==> src/rtl/sync_rx_pkg.sv <==
package sync_rx_pkg;
    localparam int unsigned DATA_W = 8;

    typedef enum logic [1:0] {
        ST_IDLE,
        ST_HIGH,
        ST_LOW
    } rx_state_t;

    typedef struct packed {
        logic              ninth;
        logic [DATA_W-1:0] data;
    } rx_word_t;
endpackage

==> src/rtl/sync_rx_fifo.sv <==
module sync_rx_fifo
    import sync_rx_pkg::*;
#(
    parameter int unsigned DEPTH = 2
) (
    input  logic                       clk,
    input  logic                       rst_n,
    input  logic                       flush,
    input  logic                       push,
    input  rx_word_t                   push_word,
    input  logic                       pop,
    output rx_word_t                   head,
    output logic [$clog2(DEPTH+1)-1:0] count
);
    localparam int unsigned PTR_W = (DEPTH > 1) ? $clog2(DEPTH) : 1;
    localparam int unsigned CNT_W = $clog2(DEPTH + 1);

    rx_word_t         mem_q [DEPTH];
    logic [PTR_W-1:0] rd_q, wr_q;
    logic [CNT_W-1:0] cnt_q;
    logic             pop_ok, push_ok;

    function automatic logic [PTR_W-1:0] ptr_inc(input logic [PTR_W-1:0] p);
        return (p == PTR_W'(DEPTH - 1)) ? '0 : p + 1'b1;
    endfunction

    assign pop_ok  = pop && (cnt_q != '0);
    assign push_ok = push && ((cnt_q < CNT_W'(DEPTH)) || pop_ok);

    for (genvar g = 0; g < DEPTH; g++) begin : g_slot
        always_ff @(posedge clk or negedge rst_n) begin
            if (!rst_n) begin
                mem_q[g] <= '0;
            end else if (push_ok && !flush && (wr_q == PTR_W'(g))) begin
                mem_q[g] <= push_word;
            end
        end
    end

    always_ff @(posedge clk or negedge rst_n) begin
        if (!rst_n) begin
            rd_q  <= '0;
            wr_q  <= '0;
            cnt_q <= '0;
        end else if (flush) begin
            rd_q  <= '0;
            wr_q  <= '0;
            cnt_q <= '0;
        end else begin
            if (push_ok) wr_q <= ptr_inc(wr_q);
            if (pop_ok)  rd_q <= ptr_inc(rd_q);
            unique case ({push_ok, pop_ok})
                2'b10:   cnt_q <= cnt_q + 1'b1;
                2'b01:   cnt_q <= cnt_q - 1'b1;
                default: cnt_q <= cnt_q;
            endcase
        end
    end

    assign head  = mem_q[rd_q];
    assign count = cnt_q;
endmodule

==> src/rtl/sync_rx_ctrl.sv <==
module sync_rx_ctrl
    import sync_rx_pkg::*;
#(
    parameter int unsigned DIV_W = 8
) (
    input  logic             clk,
    input  logic             rst_n,
    input  logic             port_en,
    input  logic             single_en,
    input  logic             cont_en,
    input  logic             nine_en,
    input  logic [DIV_W-1:0] divider,
    input  logic             sdata_in,
    input  logic             fifo_room,
    output logic             sclk,
    output logic             push,
    output rx_word_t         push_word,
    output logic             overrun
);
    localparam int unsigned CNT_W = DIV_W + 1;
    localparam int unsigned BIT_W = $clog2(DATA_W + 1);

    rx_state_t        state_q, state_d;
    logic [CNT_W-1:0] cnt_q;
    logic [BIT_W-1:0] bit_q;
    logic [DATA_W:0]  sr_q, sr_d;
    logic             single_done_q, ovr_q, cont_q;
    logic             half_end, any_en, want, sample, last_bit, ovr_set;

    // half period = 2*(divider+1) clocks, so the last count is 2*divider+1
    assign half_end = (cnt_q == {divider, 1'b1});
    assign any_en   = cont_en || single_en;
    assign want     = port_en && !ovr_q && (cont_en || (single_en && !single_done_q));
    assign sample   = (state_q == ST_HIGH) && half_end && port_en && any_en;
    assign last_bit = (bit_q == (nine_en ? BIT_W'(DATA_W) : BIT_W'(DATA_W - 1)));
    assign ovr_set  = sample && last_bit && !fifo_room && !ovr_q;

    always_comb begin
        sr_d = (bit_q == '0) ? '0 : sr_q;
        sr_d[bit_q] = sdata_in;
    end

    // next-state logic
    always_comb begin
        state_d = state_q;
        unique case (state_q)
            ST_IDLE: begin
                if (want) state_d = ST_HIGH;
            end
            ST_HIGH: begin
                if (!port_en || !any_en) state_d = ST_IDLE;
                else if (half_end)       state_d = ST_LOW;
            end
            ST_LOW: begin
                if (!port_en || !any_en) state_d = ST_IDLE;
                else if (half_end) begin
                    if (bit_q != '0) state_d = ST_HIGH;
                    else             state_d = want ? ST_HIGH : ST_IDLE;
                end
            end
            default: state_d = ST_IDLE;
        endcase
    end

    // state register
    always_ff @(posedge clk or negedge rst_n) begin
        if (!rst_n) state_q <= ST_IDLE;
        else        state_q <= state_d;
    end

    // datapath and flags
    always_ff @(posedge clk or negedge rst_n) begin
        if (!rst_n) begin
            cnt_q         <= '0;
            bit_q         <= '0;
            sr_q          <= '0;
            single_done_q <= 1'b0;
            ovr_q         <= 1'b0;
            cont_q        <= 1'b0;
        end else begin
            cont_q <= cont_en;
            cnt_q  <= (state_d != state_q) ? '0 : cnt_q + 1'b1;
            if (!port_en || state_d == ST_IDLE && state_q != ST_LOW) begin
                bit_q <= '0;
            end else if (sample) begin
                bit_q <= last_bit ? '0 : bit_q + 1'b1;
            end
            if (sample) sr_q <= sr_d;
            if (!port_en || !single_en)             single_done_q <= 1'b0;
            else if (sample && last_bit && !cont_en) single_done_q <= 1'b1;
            if (!port_en)                ovr_q <= 1'b0;
            else if (cont_q && !cont_en) ovr_q <= 1'b0;
            else if (ovr_set)            ovr_q <= 1'b1;
        end
    end

    // outputs
    always_comb begin
        sclk            = (state_q == ST_HIGH);
        push            = sample && last_bit && fifo_room && !ovr_q;
        push_word.ninth = nine_en && sr_d[DATA_W];
        push_word.data  = sr_d[DATA_W-1:0];
        overrun         = ovr_q;
    end
endmodule

==> src/rtl/sync_rx_master.sv <==
module sync_rx_master
    import sync_rx_pkg::*;
#(
    parameter int unsigned DIV_W      = 8,
    parameter int unsigned FIFO_DEPTH = 2
) (
    input  logic              clk,
    input  logic              rst_n,
    input  logic              port_en,
    input  logic              single_en,
    input  logic              cont_en,
    input  logic              nine_en,
    input  logic              int_en,
    input  logic [DIV_W-1:0]  divider,
    input  logic              sdata_in,
    output logic              sclk_out,
    input  logic              rd_strobe,
    output logic [DATA_W-1:0] rd_data,
    output logic              rd_ninth,
    output logic              rx_ready,
    output logic              overrun,
    output logic              irq
);
    localparam int unsigned CNT_W = $clog2(FIFO_DEPTH + 1);

    logic             push, pop, room;
    rx_word_t         push_word, head;
    logic [CNT_W-1:0] fifo_count;

    assign pop  = rd_strobe && port_en;
    assign room = (fifo_count < CNT_W'(FIFO_DEPTH)) || (pop && (fifo_count != '0));

    sync_rx_ctrl #(.DIV_W(DIV_W)) u_ctrl (
        .clk       (clk),
        .rst_n     (rst_n),
        .port_en   (port_en),
        .single_en (single_en),
        .cont_en   (cont_en),
        .nine_en   (nine_en),
        .divider   (divider),
        .sdata_in  (sdata_in),
        .fifo_room (room),
        .sclk      (sclk_out),
        .push      (push),
        .push_word (push_word),
        .overrun   (overrun)
    );

    sync_rx_fifo #(.DEPTH(FIFO_DEPTH)) u_fifo (
        .clk       (clk),
        .rst_n     (rst_n),
        .flush     (!port_en),
        .push      (push),
        .push_word (push_word),
        .pop       (pop),
        .head      (head),
        .count     (fifo_count)
    );

    assign rd_data  = head.data;
    assign rd_ninth = head.ninth && (fifo_count != '0);
    assign rx_ready = (fifo_count != '0);
    assign irq      = rx_ready && int_en;
endmodule

==> config.mk <==
export PLATFORM = sky130hd
export DESIGN_NAME = sync_rx_master
export DESIGN_NICKNAME = d
export VERILOG_FILES = /design/src/rtl/sync_rx_pkg.sv /design/src/rtl/sync_rx_fifo.sv /design/src/rtl/sync_rx_ctrl.sv /design/src/rtl/sync_rx_master.sv
export SDC_FILE = /design/constraint.sdc
export NUM_CORES = 1
export LEC_CHECK = 0
export CAP_MARGIN = 30
export CORE_UTILIZATION = 35
export DETAILED_ROUTE_END_ITERATION = 7
export PLACE_DENSITY_LB_ADDON = 0.05
export SETUP_SLACK_MARGIN = 0.2
export SLEW_MARGIN = 20
export SYNTH_ARGS = -nofsm -noshare
export SYNTH_HDL_FRONTEND = slang
export SYNTH_SLANG_ARGS = --single-unit
==> constraint.sdc <==
create_clock -name clk -period 7.1 [get_ports clk]
set_input_delay 1.065 -clock clk [delete_from_list [all_inputs] [get_ports clk]]
set_output_delay 1.065 -clock clk [all_outputs]
set_load 0.02 [all_outputs]
Word-level counts from Yosys, hierarchy flattened
Cells that the tools add are included.
{"block": "op_classes", "add_sub_neg": 6, "order_cmp": 4, "n_eq_ne": 12, "n_mux": 33, "bitwise_logic": 2, "n_reduce_logical": 44}
{"cell": "9-bit 2-to-1 mux", "n": 5}
{"cell": "1-bit logical AND", "n": 24}
{"cell": "4-bit 2-to-1 mux", "n": 4}
{"cell": "2-bit 2-to-1 mux", "n": 7}
{"cell": "1-bit 2-to-1 mux", "n": 13}
{"cell": "9-bit by 1-bit adder with 9-bit output (second input constant)", "n": 1}
{"cell": "9-bit bitwise mux", "n": 1}
{"cell": "9-bit equality test", "n": 1}
{"cell": "1-bit zero test", "n": 7}
{"cell": "1-bit logical OR", "n": 6}
{"cell": "3-bit by 1-bit inequality test with 1-bit output (second input constant)", "n": 2}
{"cell": "2-bit one-hot mux with 3 select lines", "n": 1}
{"cell": "2-bit nonzero test", "n": 3}
{"cell": "4-bit by 5-bit < comparator with 1-bit output (second input constant)", "n": 1}
{"cell": "4-bit by 1-bit adder with 4-bit output (second input constant)", "n": 1}
{"cell": "1-bit demux with 4-bit select", "n": 1}
{"cell": "2-bit by 1-bit equality test with 1-bit output (second input constant)", "n": 2}
{"cell": "2-bit equality test (second input constant)", "n": 2}
{"cell": "4-bit equality test", "n": 1}
{"cell": "4-bit by 1-bit >= comparator with 1-bit output (second input constant)", "n": 1}
{"cell": "2-bit zero test", "n": 2}
{"cell": "4-bit zero test", "n": 1}
{"cell": "2-bit by 1-bit inequality test with 1-bit output (second input constant)", "n": 2}
{"cell": "2-bit one-hot mux with 2 select lines", "n": 1}
{"cell": "other kinds (10)", "n": 11}
{"block": "word_totals", "register_bits": 49, "in_bits": 17, "output_inout_bits": 13, "elab_cells": 115}

Longest topological paths before layout
{"block": "depth", "word_depth": 13, "depth_mapped": 7, "mapped_depth_nobuf": 7}

Modules after synthesis
From an unflattened synthesis, not the netlist that was laid out.
{"block": "unflattened", "hier_cells": 249, "area_unflattened_um2": 2793.9}
{"module": "sync_rx_ctrl", "instances": 1, "cells_each": 173, "area_each_um2": 1709.1, "seq_area_each_um2": 675.6}
{"module": "sync_rx_fifo", "instances": 1, "cells_each": 70, "area_each_um2": 1043.5, "seq_area_each_um2": 550.5}
{"module": "sync_rx_master", "instances": 1, "cells_each": 6, "area_each_um2": 41.3, "seq_area_each_um2": 0.0}

Worst setup path after synthesis
OpenSTA, ideal clock, no wires.
{"block": "synth_timing", "path_type": "input-to-reg", "startpoint": "in divider[4]", "endpoint": "reg u_fifo.mem_q[10] (netlist name)", "t_arrival_ps": 2769, "t_required_ps": 6975, "path_slack_ps": 4206, "path_stages": 6, "cell_sequence": "xnor2_1 -> nand3_1 -> or4_1 -> buf_6 -> nor4_4 -> mux2_2"}
{"block": "synth_between", "elab_chain_cells": 10}
{"element": "start: declaration", "line_no": "sync_rx_master.sv:14", "rtl": "input logic [DIV_W-1:0] divider,"}
{"element": "9-bit equality test", "line_no": "sync_rx_ctrl.sv:31", "rtl": "assign half_end = (cnt_q == {divider, 1'b1});"}
{"element": "1-bit logical AND (3 in a row)", "line_no": "sync_rx_ctrl.sv:34", "rtl": "assign sample = (state_q == ST_HIGH) && half_end && port_en && any_en;"}
{"element": "1-bit logical AND (3 in a row)", "line_no": "sync_rx_ctrl.sv:100", "rtl": "push = sample && last_bit && fifo_room && !ovr_q;"}
{"element": "1-bit logical AND", "line_no": "sync_rx_fifo.sv:28", "rtl": "assign push_ok = push && ((cnt_q < CNT_W'(DEPTH)) || pop_ok);"}
{"element": "1-bit logical AND (2 in a row)", "line_no": "sync_rx_fifo.sv:34", "rtl": "end else if (push_ok && !flush && (wr_q == PTR_W'(g))) begin"}
{"element": "end signal: indexed assignment", "line_no": "sync_rx_fifo.sv:35", "rtl": "mem_q[g] <= push_word;"}
{"element": "end: declaration", "line_no": "sync_rx_fifo.sv:18", "rtl": "rx_word_t mem_q [DEPTH];"}
No other way between the ends.
A chain may end at the register's enable or synchronous reset.

Worst setup path in the final report
{"block": "layout_timing", "startpoint": "in port_en", "endpoint": "reg u_fifo.mem_q[15] (netlist name)"}
{"block": "layout_between", "elab_chain_cells": 8, "word_cells_on_any_way": 11}
{"element": "start: declaration", "line_no": "sync_rx_master.sv:9", "rtl": "input logic port_en,"}
{"element": "1-bit logical AND, on equally long branches", "line_no": "sync_rx_ctrl.sv:34, sync_rx_master.sv:30"}
{"element": "1-bit logical AND, on equally long branches", "line_no": "sync_rx_ctrl.sv:34, sync_rx_fifo.sv:27, sync_rx_master.sv:31"}
{"element": "1-bit logical AND / 1-bit logical OR (equally long branches)", "line_no": "sync_rx_ctrl.sv:100, sync_rx_fifo.sv:28, sync_rx_master.sv:31"}
{"element": "1-bit logical AND (2 in a row)", "line_no": "sync_rx_ctrl.sv:100"}
{"element": "1-bit logical AND", "line_no": "sync_rx_fifo.sv:28"}
{"element": "1-bit logical AND * (2 in a row)", "line_no": "sync_rx_fifo.sv:34"}
Every way passes the cells marked *; elsewhere a longest branch is shown, timed or not.

==> run summary <==
Synth top area cells -> dfrtp_1 (47%), mux2_2 (15%), nor2_1 (4.6%)
VDD IR max -> 0.0701 mV
Synth cell count leaders -> dfrtp_1 (49), mux2_2 (34), nor2_1 (32)
Fin crit period -> 3540 ps
Starting Density -> 36.2%
Hold buffers post-CTS -> 0
Grt total ovfl -> 0
Slowest stage cell, crit path -> or4_1
DIE WIDTH -> 88.6 µm
DRC errors left -> 0
DR vias -> 1896
Drt first pass iters -> 4
Fin Hold WS -> 509 ps
Post-Synthesis Cells -> 246
Clock root cell -> clkbuf_8
Crit path buffers/inverters -> 1
Diodes inserted -> 0
Area Overhead vs Synth -> 18.3%
RSZ-0062 raised after global routing -> no
I/O Pins -> 30
Final setup fails -> 0
Routed WL -> 5.50 mm
Crit path DAT -> 3730 ps
Crit. End Element -> flip-flop
Post-cts resize count -> 0
Max-cap violations -> 0
Placeable Area -> 7250 µm²
Die height -> 88.6 µm
Max-slew violations -> 0
CTS tree -> done
Largest net degree at the start of global routing -> 50
Critical path depth in cells -> 6
Core Util, Final -> 42.8%
First-pass GRT wire length -> 9.25 mm
Outcome -> completed
CP Max Fanout -> 10
Clk slew on worst S/H paths -> 90 ps
Post-synth EDFFs -> 0
FF-to-FF End -> u_fifo.mem_q[15]
WHS Endpoint -> u_fifo.mem_q[13]
Iter 0 DRT Violations -> 71
Hold Path Origin -> u_fifo.mem_q[13]
Wire length per cell -> 14.6 µm
Rows -> 31
Tcrit/Tclk final -> 49.8%
Die area -> 7840 µm²
Crit path kind -> input pin to flip-flop
Worst R2R Setup Slack -> 4400 ps
Crit path max-delay family -> simple AND/OR/NAND/NOR gates
Initial antenna violation count -> 0
Synth unique cells -> 43
Clock sinks -> 49
H-tree depth -> 2
Leading area contributor after synthesis -> dfrtp_1
Synthesized cell area -> 2620 µm²
CTS Buffer Depth -> 2
Slew headroom -> 53.2%
Global router's overall resource usage -> 15.7%
Seq/Total Area, Yosys -> 46.8%
Setup bufs post-CTS -> 0
Worst EP required -> 7290 ps
Vias in the first global route -> 1794
Reg2Reg Depth -> 5
Layout Skew -> 5.97 ps
Count leader, synth -> dfrtp_1
Final #Nets -> 298
ANT nets after route -> 0
RR Startpoint -> u_ctrl.cnt_q[7]
Dpl hpwl -> 3.83 mm
Dominant synthesized flop cell -> dfrtp_1
Hold Path Class -> flip-flop to flip-flop
PD cells -> 166 nW/µm²
Leak -> 1.35 nW
GP Congestion -> 0.774
Clock Latency Late Sink -> 300 ps
Hold path depth -> 1
Ratio of cells with drive above 1 in the final layout -> 17.3%
Num CTS Buffers -> 5
Post-synth ARST share -> 100%
CP cell instances -> clkdlybuf4s50_1 -> o21a_1 -> nand4_1 -> or4_1 -> nor4_4 -> mux2_2
Startpoint Class -> input pin
Avg Cell Area, Syn -> 10.7 µm²
Actual slew at the worst max-slew pin -> 697 ps
Non-filler instance count after layout -> 376
Via-per-instance ratio -> 5.04
Total number of yosys warnings -> 0
Placed Cells -> 368
Syn Nets -> 268
CP peak stage delay -> 680 ps
Fmax -> 283 MHz
Port Buf Inserts -> 29
Design Power -> 0.514 mW
Final-report hold violation count -> 0
Synthesized flop and latch total -> 49
Total negative setup slack -> 0 ps
Post-synth top area share -> 46.8%
[layout by cell type (no fill, tap or decap), types with 6 or more instances in the layout]
cell type / count
o21ai_0: 12
nand2_1: 16
mux2_2: 34
dfrtp_1: 49
clkdlybuf4s50_1: 28
xnor2_1: 12
a21oi_1: 6
nand3_1: 8
clkbuf_8: 6
nor2b_1: 7
nor2_1: 32
inv_1: 6
[cells by family after synthesis]
group	Yosys count	share of synthesized area, %
simple gates	87	17.3
buf+inv	14	2.39
compound gates	39	10.4
xor+xnor	16	5.34
flops	49	46.8
fa+ha+maj	5	2.39
mux	36	15.4
[power breakdown]
group / total, mW / switching, mW / internal, mW
clock: 0.177 / 0.0976 / 0.0792
sequential: 0.291 / 0.00710 / 0.284
combinational: 0.0456 / 0.0246 / 0.0211
[layout make-up]
cell class	instances	area, µm²
Clock buffer	6	82.6
Clock inverter	2	13.8
Fill cell	740	4150
Inverter	6	22.5
Multi-Input combinational cell	183	1330
Sequential cell	49	1230
Tap cell	99	124
Timing Repair Buffer	31	300
[through the flow]
stage	worst slack (ps)	area (µm²)
after floorplan	4210	2620
after global placement	3190	3010
after detailed placement	3210	3010
after CTS	3530	3100
after global routing	3360	3100
final	3560	3100
[per-layer routing]
layer | track usage, % | wire length [µm]
met1 | 22.5 | 2870
met5 | 0 | 0
met4 | 4.40 | 68
met3 | 3.26 | 157
met2 | 23.9 | 2400
[registers in the layout (all words and copies together), names as in the netlist]
signal / cells
u_ctrl.state_q: 2
u_fifo.mem_q: 18
u_ctrl.overrun: 1
u_ctrl.sr_q: 9
u_fifo.wr_q: 1
u_fifo.count: 2
u_ctrl.cnt_q: 9
u_ctrl.single_done_q: 1
u_ctrl.bit_q: 4
u_ctrl.cont_q: 1
u_fifo.rd_q: 1
[worst max path at each step]
| stage | end | slack, ps | start |
|---|---|---|---|
| floorplan | u_fifo.mem_q[10] | 4210 | divider[4] |
| global placement | u_fifo.mem_q[9] | 3190 | port_en |
| detailed placement | u_fifo.mem_q[16] | 3210 | port_en |
| CTS | u_fifo.mem_q[9] | 3530 | port_en |
| global route | u_fifo.mem_q[13] | 3360 | port_en |
| finish | u_fifo.mem_q[15] | 3560 | port_en |
(Power assumes the default switching activity.)
